[src/rtl/cop_xfer_pkg.sv]
package cop_xfer_pkg;
  localparam int DATA_W = 16;
  localparam logic [15:0] COP_PORT = 16'h00FA;

  typedef enum logic [1:0] {
    ST_IDLE   = 2'd0,
    ST_FIRST  = 2'd1,
    ST_SECOND = 2'd2
  } xferState_e;

  typedef struct packed {
    logic latchCmd;   // freeze direction and address
    logic captureRd;  // store read word
    logic inFirst;
    logic inSecond;
  } ctrlStrobes_t;
endpackage

[src/rtl/cop_xfer_sync.sv]
module cop_xfer_sync #(
  parameter int STAGES = 2
) (
  input  logic clk,
  input  logic rstN,
  input  logic asyncIn,
  output logic syncOut
);
  logic [STAGES-1:0] chain;

  genvar i;
  generate
    for (i = 0; i < STAGES; i++) begin : g_stage
      if (i == 0) begin : g_first
        always_ff @(posedge clk or negedge rstN) begin
          if (!rstN) chain[0] <= 1'b0;
          else       chain[0] <= asyncIn;
        end
      end else begin : g_rest
        always_ff @(posedge clk or negedge rstN) begin
          if (!rstN) chain[i] <= 1'b0;
          else       chain[i] <= chain[i-1];
        end
      end
    end
  endgenerate

  assign syncOut = chain[STAGES-1];
endmodule

[src/rtl/cop_xfer_fsm.sv]
module cop_xfer_fsm
  import cop_xfer_pkg::*;
(
  input  logic         clk,
  input  logic         rstN,
  input  logic         reqSync,
  input  logic         busDone,
  output ctrlStrobes_t strobes,
  output logic         busReq,
  output logic         opAck
);
  xferState_e state, nextState;

  always_ff @(posedge clk or negedge rstN) begin
    if (!rstN) state <= ST_IDLE;
    else       state <= nextState;
  end

  always_comb begin
    nextState = state;
    strobes   = '0;
    unique case (state)
      ST_IDLE: begin
        if (reqSync) begin
          strobes.latchCmd = 1'b1;
          nextState        = ST_FIRST;
        end
      end
      ST_FIRST: begin
        strobes.inFirst   = 1'b1;
        strobes.captureRd = busDone;
        if (busDone) nextState = ST_SECOND;
      end
      ST_SECOND: begin
        strobes.inSecond = 1'b1;
        if (busDone) nextState = ST_IDLE;
      end
      default: nextState = ST_IDLE;
    endcase
  end

  assign busReq = (state == ST_FIRST) || (state == ST_SECOND);
  assign opAck  = (state == ST_FIRST);
endmodule

[src/rtl/cop_xfer_datapath.sv]
module cop_xfer_datapath
  import cop_xfer_pkg::*;
#(
  parameter int ADDR_W = 24
) (
  input  logic              clk,
  input  logic              rstN,
  input  ctrlStrobes_t      strobes,
  input  logic              dirToMem,
  input  logic [ADDR_W-1:0] operandAddr,
  input  logic [DATA_W-1:0] busRdData,
  output logic              busIsIo,
  output logic              busIsWrite,
  output logic [ADDR_W-1:0] busAddr,
  output logic [DATA_W-1:0] busWrData
);
  localparam logic [ADDR_W-1:0] PORT_ADDR = ADDR_W'(COP_PORT);

  logic              dirReg;
  logic [ADDR_W-1:0] addrReg;
  logic [DATA_W-1:0] dataReg;

  always_ff @(posedge clk or negedge rstN) begin
    if (!rstN) begin
      dirReg  <= 1'b0;
      addrReg <= '0;
    end else if (strobes.latchCmd) begin
      dirReg  <= dirToMem;
      addrReg <= operandAddr;
    end
  end

  always_ff @(posedge clk or negedge rstN) begin
    if (!rstN)                  dataReg <= '0;
    else if (strobes.captureRd) dataReg <= busRdData;
  end

  // first op: I/O when draining the coprocessor; second op: the other space
  always_comb begin
    busIsIo    = 1'b0;
    busIsWrite = strobes.inSecond;
    if (strobes.inFirst)       busIsIo = dirReg;
    else if (strobes.inSecond) busIsIo = !dirReg;
    busAddr   = busIsIo ? PORT_ADDR : addrReg;
    busWrData = strobes.inSecond ? dataReg : '0;
  end
endmodule

[src/rtl/cop_xfer_ctrl.sv]
module cop_xfer_ctrl #(
  parameter int ADDR_W      = 24,
  parameter int SYNC_STAGES = 2
) (
  input  logic              clk,
  input  logic              rstN,
  input  logic              opReq,
  input  logic              dirToMem,
  input  logic [ADDR_W-1:0] operandAddr,
  input  logic              busDone,
  input  logic [15:0]       busRdData,
  output logic              busReq,
  output logic              busIsIo,
  output logic              busIsWrite,
  output logic [ADDR_W-1:0] busAddr,
  output logic [15:0]       busWrData,
  output logic              opAck
);
  import cop_xfer_pkg::*;

  logic         reqSync;
  ctrlStrobes_t strobes;

  cop_xfer_sync #(.STAGES(SYNC_STAGES)) uSync (
    .clk(clk), .rstN(rstN), .asyncIn(opReq), .syncOut(reqSync)
  );

  cop_xfer_fsm uFsm (
    .clk(clk), .rstN(rstN), .reqSync(reqSync), .busDone(busDone),
    .strobes(strobes), .busReq(busReq), .opAck(opAck)
  );

  cop_xfer_datapath #(.ADDR_W(ADDR_W)) uDp (
    .clk(clk), .rstN(rstN), .strobes(strobes), .dirToMem(dirToMem),
    .operandAddr(operandAddr), .busRdData(busRdData),
    .busIsIo(busIsIo), .busIsWrite(busIsWrite),
    .busAddr(busAddr), .busWrData(busWrData)
  );
endmodule

[config.mk]
export PLATFORM = sky130hd
export DESIGN_NAME = cop_xfer_ctrl
export DESIGN_NICKNAME = d
export VERILOG_FILES = /design/src/rtl/cop_xfer_pkg.sv /design/src/rtl/cop_xfer_sync.sv /design/src/rtl/cop_xfer_fsm.sv /design/src/rtl/cop_xfer_datapath.sv /design/src/rtl/cop_xfer_ctrl.sv
export SDC_FILE = /design/constraint.sdc
export NUM_CORES = 1
export LEC_CHECK = 0
export BUFFER_PORTS_ARGS = -buffer_cell sky130_fd_sc_hd__buf_2
export CORE_MARGIN = 1.5
export CORE_UTILIZATION = 30
export CTS_BUF_LIST = sky130_fd_sc_hd__clkbuf_16
export CTS_CLUSTER_SIZE = 10
export DETAILED_ROUTE_END_ITERATION = 10
export PLACE_DENSITY_LB_ADDON = 0.05
export SLEW_MARGIN = 5
export SYNTH_ARGS = -nofsm -noshare
export SYNTH_HDL_FRONTEND = slang
export SYNTH_SLANG_ARGS = --single-unit
[constraint.sdc]
create_clock -name clk -period 1.5 [get_ports clk]
set_clock_uncertainty 0.1 [all_clocks]
set_input_delay 0.225 -clock clk [delete_from_list [all_inputs] [get_ports clk]]
set_output_delay 0.225 -clock clk [all_outputs]
set_load 0.03 [all_outputs]
==> flow_summary.yaml, run 1 <==
status:
  status: "finished, violations left"
  violations: "negative setup slack"
clock_tree:
  path_clk_slew_ns: 0.06
  clock_path_buffers: 2
  tritoncts: "yes"
  clock_latency_ns: 0.28
  cts_sinks: 45
  clock-root-buffer: "clkbuf_16"
  htree_levels: 2
  numCtsBuffers: 5
drt:
  route.detailed.drc: 0
  routed_wl_mm: 4.98
  drt_iter0_markers: 22
  drt-wirelength-per-cell_um: 14.6
  drtAntennaViolNets: 0
  via_per_inst: 4.42
  vias: 1507
  drt_first_pass_iters: 2
grt:
  grt_pass1_wl_mm: 8.09
  grt_max_degree: 46
  use_met3_pct: 4.43
  busiest_layer: "met2"
  grt_usage_pct: 14.2
  use_met2_pct: 22.8
  grt_pass1_vias: 1631
  overflow: 0
  global_route.usage.met1_pct: 18.3
  antenna_found_initial: 0
power_and_ir_drop:
  power_density_nw_per_um2: 2670
  p_sw_mw: 3.54
  p_comb_share_pct: 66.1
  internal_power_mw: 5.88
  swShare_pct: 37.6
  peakVddDrop_uv: 880
  p_leak_nw: 1.83
  seqPwrFrac_pct: 23.0
  finalPower_mw: 9.43
  p_clk_share_pct: 10.9
die:
  coreArea_um2: 6490
  die-width_um: 85.8
  dieArea_um2: 7350
  die_h_um: 85.8
  io_pins: 89
  start_util_pct: 31.6
  rows: 29
logic_synthesis:
  synth_top_cell_area_share_pct: 54.8
  synth_top_cell_by_area: "dfrtp_1"
  ys_seq_area_share_pct: 54.8
  synth_edf_count: 0
  synth_seq_cells: 45
  async_flop_share_pct: 100
  synth_fp_nets: 201
  dominantRegCellSynth: "dfrtp_1"
  ys_types: 16
  syn_area_per_cell_um2: 13.7
  yosys_warnings: 0
  synth_area_um2: 2050
  synthTopCellsByArea: "dfrtp_1 (55%), mux2_2 (24%), and2_1 (8.8%)"
  synthCells: 150
cells_and_area:
  nets: 314
  syn_to_final_growth_pct: 71.9
  n_antenna_cell: 0
  final_cell_count_no_fill: 341
  final_layout_size_suffix_gt1_share_pct: 76.9
placed_design:
  gp_congestion: 0.695
  io_buffers: 88
  dp_cells: 323
  hpwl_mm: 3.00
timing:
  slew_headroom_pct: 80.8
  fmax_ghz: 0.481
  setup_slack_ns: -0.577
  tightestPinTransition_ns: 0.288
  period_share_pct: 138
  hold_violations: 0
  post-route-min-period_ns: 2.08
  grt_setup_unrepaired: "yes"
  setup_violations: 86
  slew_viol_final: 0
critical_path:
  endpoint_kind: "output pin"
  required_ns: 1.17
  path_max_fanout: 21
  worstSetupStartpointType: "flip-flop"
  cp_data_arrival_time_ns: 1.75
  path_class: "flip-flop to output pin"
min_path:
  hp-class: "primary input to flip-flop"
flow_run:
  max_cap_violations: 0
layout by cell type, fill, tap and decap left out, types with 2 or more instances in the layout:
| cell type | count |
|---|---|
| dfrtp_1 | 45 |
| and2_1 | 5 |
| and2_2 | 9 |
| ha_4 | 5 |
| buf_2 | 45 |
| clkinv_1 | 2 |
| inv_2 | 2 |
| mux2_4 | 42 |
| buf_6 | 35 |
| clkbuf_16 | 5 |
| buf_12 | 5 |
| and2_4 | 20 |
| dlygate4sd3_1 | 2 |
| buf_4 | 22 |
| or2b_1 | 5 |
| buf_8 | 2 |
layout make-up:
type | count | area (um2)
Multi-Input combinational cell | 95 | 1190
Timing Repair Buffer | 112 | 962
Sequential cell | 45 | 1130
Inverter | 4 | 17.5
Clock inverter | 3 | 12.5
Clock buffer | 5 | 125
Tap cell | 77 | 96.3
Fill cell | 602 | 2960
final timing paths:
path	startpoint	endpoint	slack (ns)	depth (start not counted)
setup / recovery	uFsm.state[0]$_DFFE_PN0P_	busAddr[4]	-0.58	6
hold / removal	busRdData[2]	uDp.dataReg[2]$_DFFE_PN0P_	0.07	2
setup reg to reg	uFsm.state[1]$_DFFE_PN0P_	uDp.dataReg[14]$_DFFE_PN0P_	-0.15	7
hold reg to reg	uSync.chain[0]$_DFF_PN0_	uSync.syncOut$_DFF_PN0_	0.26	0
max in group asynchronous	rstN	uDp.addrReg[16]$_DFFE_PN0P_	0.74	3
min in group asynchronous	rstN	uDp.dataReg[15]$_DFFE_PN0P_	0.35	3
routing by layer:
| metal | wire length [um] | vias up | part of all wire [%] |
|---|---|---|---|
| li1 | - | 723 | - |
| met1 | 2200 | 722 | 44 |
| met2 | 2410 | 58 | 48 |
| met3 | 326 | 4 | 6.5 |
| met4 | 45 | 0 | 0.90 |
| met5 | 0 | - | 0 |
critical path, cell delays in order (launching register included):
cell and delay (ns):
dfrtp_1 0.40, buf_4 0.15, ha_4 0.17, a21oi_4 0.18, buf_12 0.17, or2b_1 0.25
buf_6 0.14
cell families (layout without fill, tap and decap cells):
logic type      Yosys count  after routing  synth area share, %
compound gates            2              2                0.731
fa+ha+maj                 6              6                 3.65
buf+inv                  10            124                 3.04
flops                    45             45                 54.8
mux                      43             43                 23.6
simple gates             44             44                 14.2
repair_timing:
item / CTS / global route
pin swaps: 3 / 2
setup endpoints to repair: 86 / 86
endpoints found under the hold margin: 46 / 0
hold buffers: 2 / 0
cloned: 4 / 0
buffers inserted: 4 / 5
resized for setup: 123 / 23
cells in the mapped netlist, types with 2 or more instances:
cell type,n
mux2_2,43
and2_2,5
buf_6,3
and2_1,29
clkbuf_2,2
inv_1,4
ha_1,6
dfrtp_1,45
nand2_2,2
or2b_1,5
sequential cells by signal, summed over array words and instances, names as in the netlist:
name	flops
uDp.addrReg	24
uDp.dataReg	16
uDp.dirReg	1
uFsm.state	2
uSync.chain	1
uSync.syncOut	1
per-stage QoR:
step	area, um2	utilization [%]	setup WS, ns	TNS (ns)	hold slack, ns
after floorplan	2150	-	-0.257	-7.51	-0.171
after global placement	2780	42.8	-0.301	-13.94	0.129
after detailed placement	2780	42.8	-0.323	-14.53	0.133
after CTS	3500	53.9	-0.591	-23.32	0.0642
after global routing	3530	54.4	-0.662	-28.18	0.0651
final	3530	54.4	-0.577	-23.33	0.0734
power by group through the flow:
stage,sequential (mW),combinational (mW),clock (mW)
finish,2.17,6.23,1.03
global route,2.25,6.55,1.12
CTS,2.14,6.14,1.08
detailed placement,2.12,4.42,0
global placement,2.11,4.42,0
floorplan,2.05,3.37,0
Power figures use the tool's default switching activity.
==> run 2, diff against run 1 <==
--- a/config.mk
+++ b/config.mk
@@ -12,6 +12,7 @@
 export CTS_CLUSTER_SIZE = 10
 export DETAILED_ROUTE_END_ITERATION = 10
 export PLACE_DENSITY_LB_ADDON = 0.05
+export RECOVER_POWER = 100
 export SLEW_MARGIN = 5
 export SYNTH_ARGS = -nofsm -noshare
 export SYNTH_HDL_FRONTEND = slang
==> run 2 against run 1 <==
Compared with the run above: the run still ends with negative setup slack left; highest routed layer unchanged; setup slack is essentially flat; register-to-register slack is essentially flat; routed wire length shrank 0.42%; combinational power is essentially flat; global-route usage is the same; via count grew 0.60%; sequential cell count is the same; largest power group unchanged; sequential power is essentially flat; clock power is essentially flat; critical path depth is the same; critical endpoint unchanged.
==> flow_summary.yaml, run 2 (synthesized netlist as in run 1, its figures left out) <==
timing:
  setup_violations: 86
  slew_viol_final: 0
  fmax_ghz: 0.481
  setup_slack_ns: -0.577
  hold_violations: 0
  slew_headroom_pct: 58.9
  period_share_pct: 138
  post-route-min-period_ns: 2.08
  grt_setup_unrepaired: "yes"
  tightestPinTransition_ns: 0.616
critical_path:
  endpoint_kind: "output pin"
  reg2reg_depth: 7
  path_max_fanout: 21
  r2r_end: "uDp.dataReg[14]$_DFFE_PN0P_"
  worstSetupStartpointType: "flip-flop"
  cp_data_arrival_time_ns: 1.75
  crit_end: "busAddr[4]"
  required_ns: 1.17
  worstSetupStartpoint: "uFsm.state[0]$_DFFE_PN0P_"
  path_class: "flip-flop to output pin"
  worstReg2RegStart: "uFsm.state[1]$_DFFE_PN0P_"
  reg2reg_slack_ns: -0.15
grt:
  grt_pass1_wl_mm: 8.09
  use_met2_pct: 22.8
  grt_pass1_vias: 1631
  global_route.usage.met1_pct: 18.3
  use_met3_pct: 4.43
  antenna_found_initial: 0
  grt_usage_pct: 14.2
  overflow: 0
  busiest_layer: "met2"
  grt_max_degree: 46
cells_and_area:
  nets: 314
  syn_to_final_growth_pct: 71.3
  final_layout_size_suffix_gt1_share_pct: 76.9
  final_common_cell: "dfrtp_1"
  post-route-util_pct: 54.2
  largest_reg_flops: 24
  n_antenna_cell: 0
  largest_registers: "uDp.addrReg x24, uDp.dataReg x16, uFsm.state x2"
  layout_common_cells: "dfrtp_1 (45), buf_2 (44), mux2_4 (42)"
  regMostFlops: "uDp.addrReg"
power_and_ir_drop:
  power_density_nw_per_um2: 2680
  p_leak_nw: 1.83
  peakVddDrop_uv: 880
drt:
  drt-wirelength-per-cell_um: 14.6
  via_per_inst: 4.45
  drt_iter0_markers: 20
  route.detailed.drc: 0
  drtAntennaViolNets: 0
  drt_first_pass_iters: 2
  vias: 1516
  routed_wl_mm: 4.96
clock_tree:
  tritoncts: "yes"
  clock-root-buffer: "clkbuf_16"
  clock_path_buffers: 2
  htree_levels: 2
  cts_sinks: 45
  path_clk_slew_ns: 0.06
  numCtsBuffers: 5
  clock_latency_ns: 0.28
flow_run:
  max_cap_violations: 0
die:
  die-width_um: 85.8
  coreArea_um2: 6490
  die_h_um: 85.8
  start_util_pct: 31.6
  rows: 29
  dieArea_um2: 7350
  io_pins: 89
placed_design:
  gp_congestion: 0.695
  place_ws_ns: -0.323
  io_buffers: 88
  hpwl_mm: 3.00
status:
  violations: "negative setup slack"
  status: "finished, violations left"
min_path:
  hp-class: "primary input to flip-flop"
-- run 2: cell types whose count changed in the layout (fill, tap and decap cells not counted) --
cell / before / now
buf_12: 5 / 4
buf_2: 45 / 44
clkbuf_4: 0 / 1
clkbuf_2: 0 / 1
-- run 2: worst min path at each step --
stage / end / cells after the start / from
floorplan: uDp.addrReg[0]$_DFFE_PN0P_ / 0 / rstN
global placement: uDp.dataReg[15]$_DFFE_PN0P_ / 2 / rstN
detailed placement: uSync.chain[0]$_DFF_PN0_ / 2 / rstN
CTS: uDp.dataReg[0]$_DFFE_PN0P_ / 2 / busRdData[0]
global route: uDp.dataReg[2]$_DFFE_PN0P_ / 2 / busRdData[2]
finish: uDp.dataReg[2]$_DFFE_PN0P_ / 2 / busRdData[2]
-- run 2: final cells by class --
class                           count  area (um2)
Inverter                            4        17.5
Fill cell                         603        2980
Multi-Input combinational cell     95        1190
Sequential cell                    45        1130
Clock buffer                        5         125
Tap cell                           77        96.3
Timing Repair Buffer              112         950
Clock inverter                      3        12.5
-- run 2: metal layers --
layer | routed length [um] | vias to the layer above
li1 | - | 725
met1 | 2170 | 729
met2 | 2420 | 58
met3 | 326 | 4
met4 | 45 | 0
met5 | 0 | -
-- run 2: critical path, stage by stage (launching register included) --
cell	delay [ns]
dfrtp_1	0.40
buf_4	0.15
ha_4	0.17
a21oi_4	0.18
buf_12	0.17
or2b_1	0.25
buf_6	0.14
-- run 2: where the power goes --
part	switching, mW	internal [mW]	total (mW)
Sequential	0.351	1.82	2.17
Combinational	2.77	3.46	6.23
Clock	0.423	0.602	1.02
-- run 2: stage by stage --
step	cell area (um2)	cells	hold slack [ns]	TNS [ns]	total power, mW
finish	3520	341	0.0738	-23.30	9.42
global route	3520	341	0.0651	-28.18	9.91
CTS	3500	341	0.0642	-23.32	9.35
detailed placement	2780	323	0.133	-14.53	6.55
global placement	2780	323	0.129	-13.94	6.53
floorplan	2150	150	-0.171	-7.51	5.42
-- run 2: repair_timing --
item	in CTS	in global routing
cloned	4	0
gates resized for setup	123	23
pin swaps	3	2
setup endpoints to repair	86	86
buffers inserted	4	5
endpoints found under the hold margin	46	0
hold buffers	2	0
==> run 3, diff against run 2 <==
--- a/config.mk
+++ b/config.mk
@@ -6,6 +6,7 @@
 export NUM_CORES = 1
 export LEC_CHECK = 0
 export BUFFER_PORTS_ARGS = -buffer_cell sky130_fd_sc_hd__buf_2
+export CORE_ASPECT_RATIO = 1.5
 export CORE_MARGIN = 1.5
 export CORE_UTILIZATION = 30
 export CTS_BUF_LIST = sky130_fd_sc_hd__clkbuf_16
==> run 3 against run 2 <==
Compared with the run above: the flow still finishes with violations (negative setup slack); register-to-register slack got worse by 0.10 ns; via count up 2.8%; sequential power is essentially flat; non-clock buffer count rose by 4; utilization is 0.32 points higher; critical path type unchanged; largest cell class unchanged; critical path depth increased by 2; critical endpoint is now busAddr[0]; cell count up 0.88%; count of clock-buffer cells in the layout stayed put.
==> flow_summary.yaml, run 3 (synthesized netlist as in run 1, its figures left out) <==
clock_tree:
  numCtsBuffers: 5
  clock_path_buffers: 2
  tritoncts: "yes"
  path_clk_slew_ns: 0.06
  clock-root-buffer: "clkbuf_16"
  clock_latency_ns: 0.28
  htree_levels: 2
  cts_sinks: 45
die:
  die_h_um: 104
  io_pins: 89
  die-width_um: 70.6
  rows: 36
  coreArea_um2: 6580
  start_util_pct: 31.2
  dieArea_um2: 7360
cells_and_area:
  post-route-util_pct: 54.5
  largest_registers: "uDp.addrReg x24, uDp.dataReg x16, uFsm.state x2"
  multiInputGateArea_um2: 1180
  regMostFlops: "uDp.addrReg"
  layout_common_cells: "buf_2 (45), dfrtp_1 (45), mux2_4 (42)"
  register_area_um2: 1130
  nets: 318
  design_area_um2: 3580
  final_layout_size_suffix_gt1_share_pct: 77.6
  syn_to_final_growth_pct: 74.5
  largest_reg_flops: 24
  n_antenna_cell: 0
  nFillCells: 574
  final_cell_count_no_fill: 344
critical_path:
  cp_cell_sequence: "buf_6 > ha_4 > nor3b_2 > a21oi_2 > buf_4 > clkbuf_16 > and2_4 > buf_6"
  cp_data_arrival_time_ns: 1.78
  path_buf_inv: 4
  endpoint_kind: "output pin"
  path_max_fanout: 6
  path_class: "flip-flop to output pin"
  critPathMostFrequentCell: "buf_6"
  max_stage_delay_ns: 0.39
  cp_slowest_cell: "dfrtp_1"
  worstSetupStartpointType: "flip-flop"
  worst-path-stages: 8
  path_delay_family: "buffers and inverters"
  required_ns: 1.17
  reg2reg_depth: 8
flow_run:
  max_cap_violations: 0
timing:
  fmax_ghz: 0.476
  tightestPinTransition_ns: 0.628
  slew_viol_final: 0
  setup_violations: 86
  final.setup.tns_ns: -23.77
  slew_headroom_pct: 58.1
  hold_violations: 0
  post-route-min-period_ns: 2.10
  grt_setup_unrepaired: "yes"
  period_share_pct: 140
  setup_slack_ns: -0.602
placed_design:
  placed_cell_area_um2: 2790
  hpwl_mm: 3.06
  gp_congestion: 0.717
  dp_cells: 323
  io_buffers: 88
drt:
  vias: 1559
  drt_iter0_markers: 62
  drt-wirelength-per-cell_um: 15.3
  route.detailed.drc: 0
  via_per_inst: 4.53
  drtAntennaViolNets: 0
  routed_wl_mm: 5.25
  drt_first_pass_iters: 4
grt:
  overflow: 0
  grt_usage_pct: 14.7
  grt_pass1_wl_mm: 8.60
  antenna_found_initial: 0
  grt_max_degree: 46
  grt_pass1_vias: 1742
status:
  status: "finished, violations left"
  violations: "negative setup slack"
min_path:
  hp-class: "primary input to flip-flop"
  holdPathStages: 2
power_and_ir_drop:
  p_leak_nw: 1.86
  peakVddDrop_uv: 1010
  power_density_nw_per_um2: 2710
==> run 3: worst paths after layout <==
path	from	to	slack, ns
worst min register to register	uSync.chain[0]$_DFF_PN0_	uSync.syncOut$_DFF_PN0_	0.26
max in group asynchronous	rstN	uDp.dataReg[9]$_DFFE_PN0P_	0.37
worst min-delay path	busRdData[3]	uDp.dataReg[3]$_DFFE_PN0P_	0.07
worst max-delay path	uFsm.state[0]$_DFFE_PN0P_	busAddr[0]	-0.60
worst max register to register	uFsm.state[0]$_DFFE_PN0P_	uFsm.state[0]$_DFFE_PN0P_	-0.25
min in group asynchronous	rstN	uDp.addrReg[22]$_DFFE_PN0P_	0.50
==> run 3: worst register-to-register path: stages, from the launching register on <==
cell,delay (ns)
dfrtp_1,0.39
inv_2,0.10
buf_6,0.11
buf_6,0.10
ha_4,0.17
buf_6,0.11
inv_4,0.03
o22ai_4,0.20
mux2_4,0.32
==> run 3: metrics by stage <==
step           setup WS, ns  power, mW  hold slack, ns
2_1_floorplan        -0.257       5.42          -0.171
3_3_place_gp         -0.280       6.52           0.129
3_5_place_dp         -0.291       6.55           0.128
4_1_cts              -0.592       9.46          0.0603
5_1_grt              -0.659       10.3          0.0653
6_report             -0.602       9.71          0.0721
==> run 3: routing by layer <==
| metal | GRT usage [%] | part of all wire [%] | vias up |
|---|---|---|---|
| li1 | - | - | 727 |
| met1 | 18.6 | 41 | 761 |
| met2 | 24.7 | 52 | 65 |
| met3 | 3.29 | 5.9 | 6 |
| met4 | 4.45 | 1.4 | 0 |
| met5 | 0 | 0 | - |
==> run 3: power by group <==
group,switching [mW],internal [mW],leakage [nW]
Sequential,0.330,1.82,0.528
Clock,0.458,0.603,0.0687
Combinational,2.85,3.66,1.27
Total,3.64,6.08,1.86
==> run 3: what timing repair did <==
item	in CTS	in global routing
setup endpoints to repair	86	86
hold endpoints to repair	46	0
buffers inserted	5	7
cloned	2	2
gates resized for setup	138	8
pin swaps	2	3
hold buffers	2	0
==> run 3: area by class of cell <==
cell class | count | share of cell area (%)
inverter | 4 | 0.489
clock buffer | 5 | 3.49
tap | 76 | 2.65
clock inverter | 3 | 0.349
multi-input combinational | 95 | 33.0
sequential | 45 | 31.4
timing repair buffer | 116 | 28.6
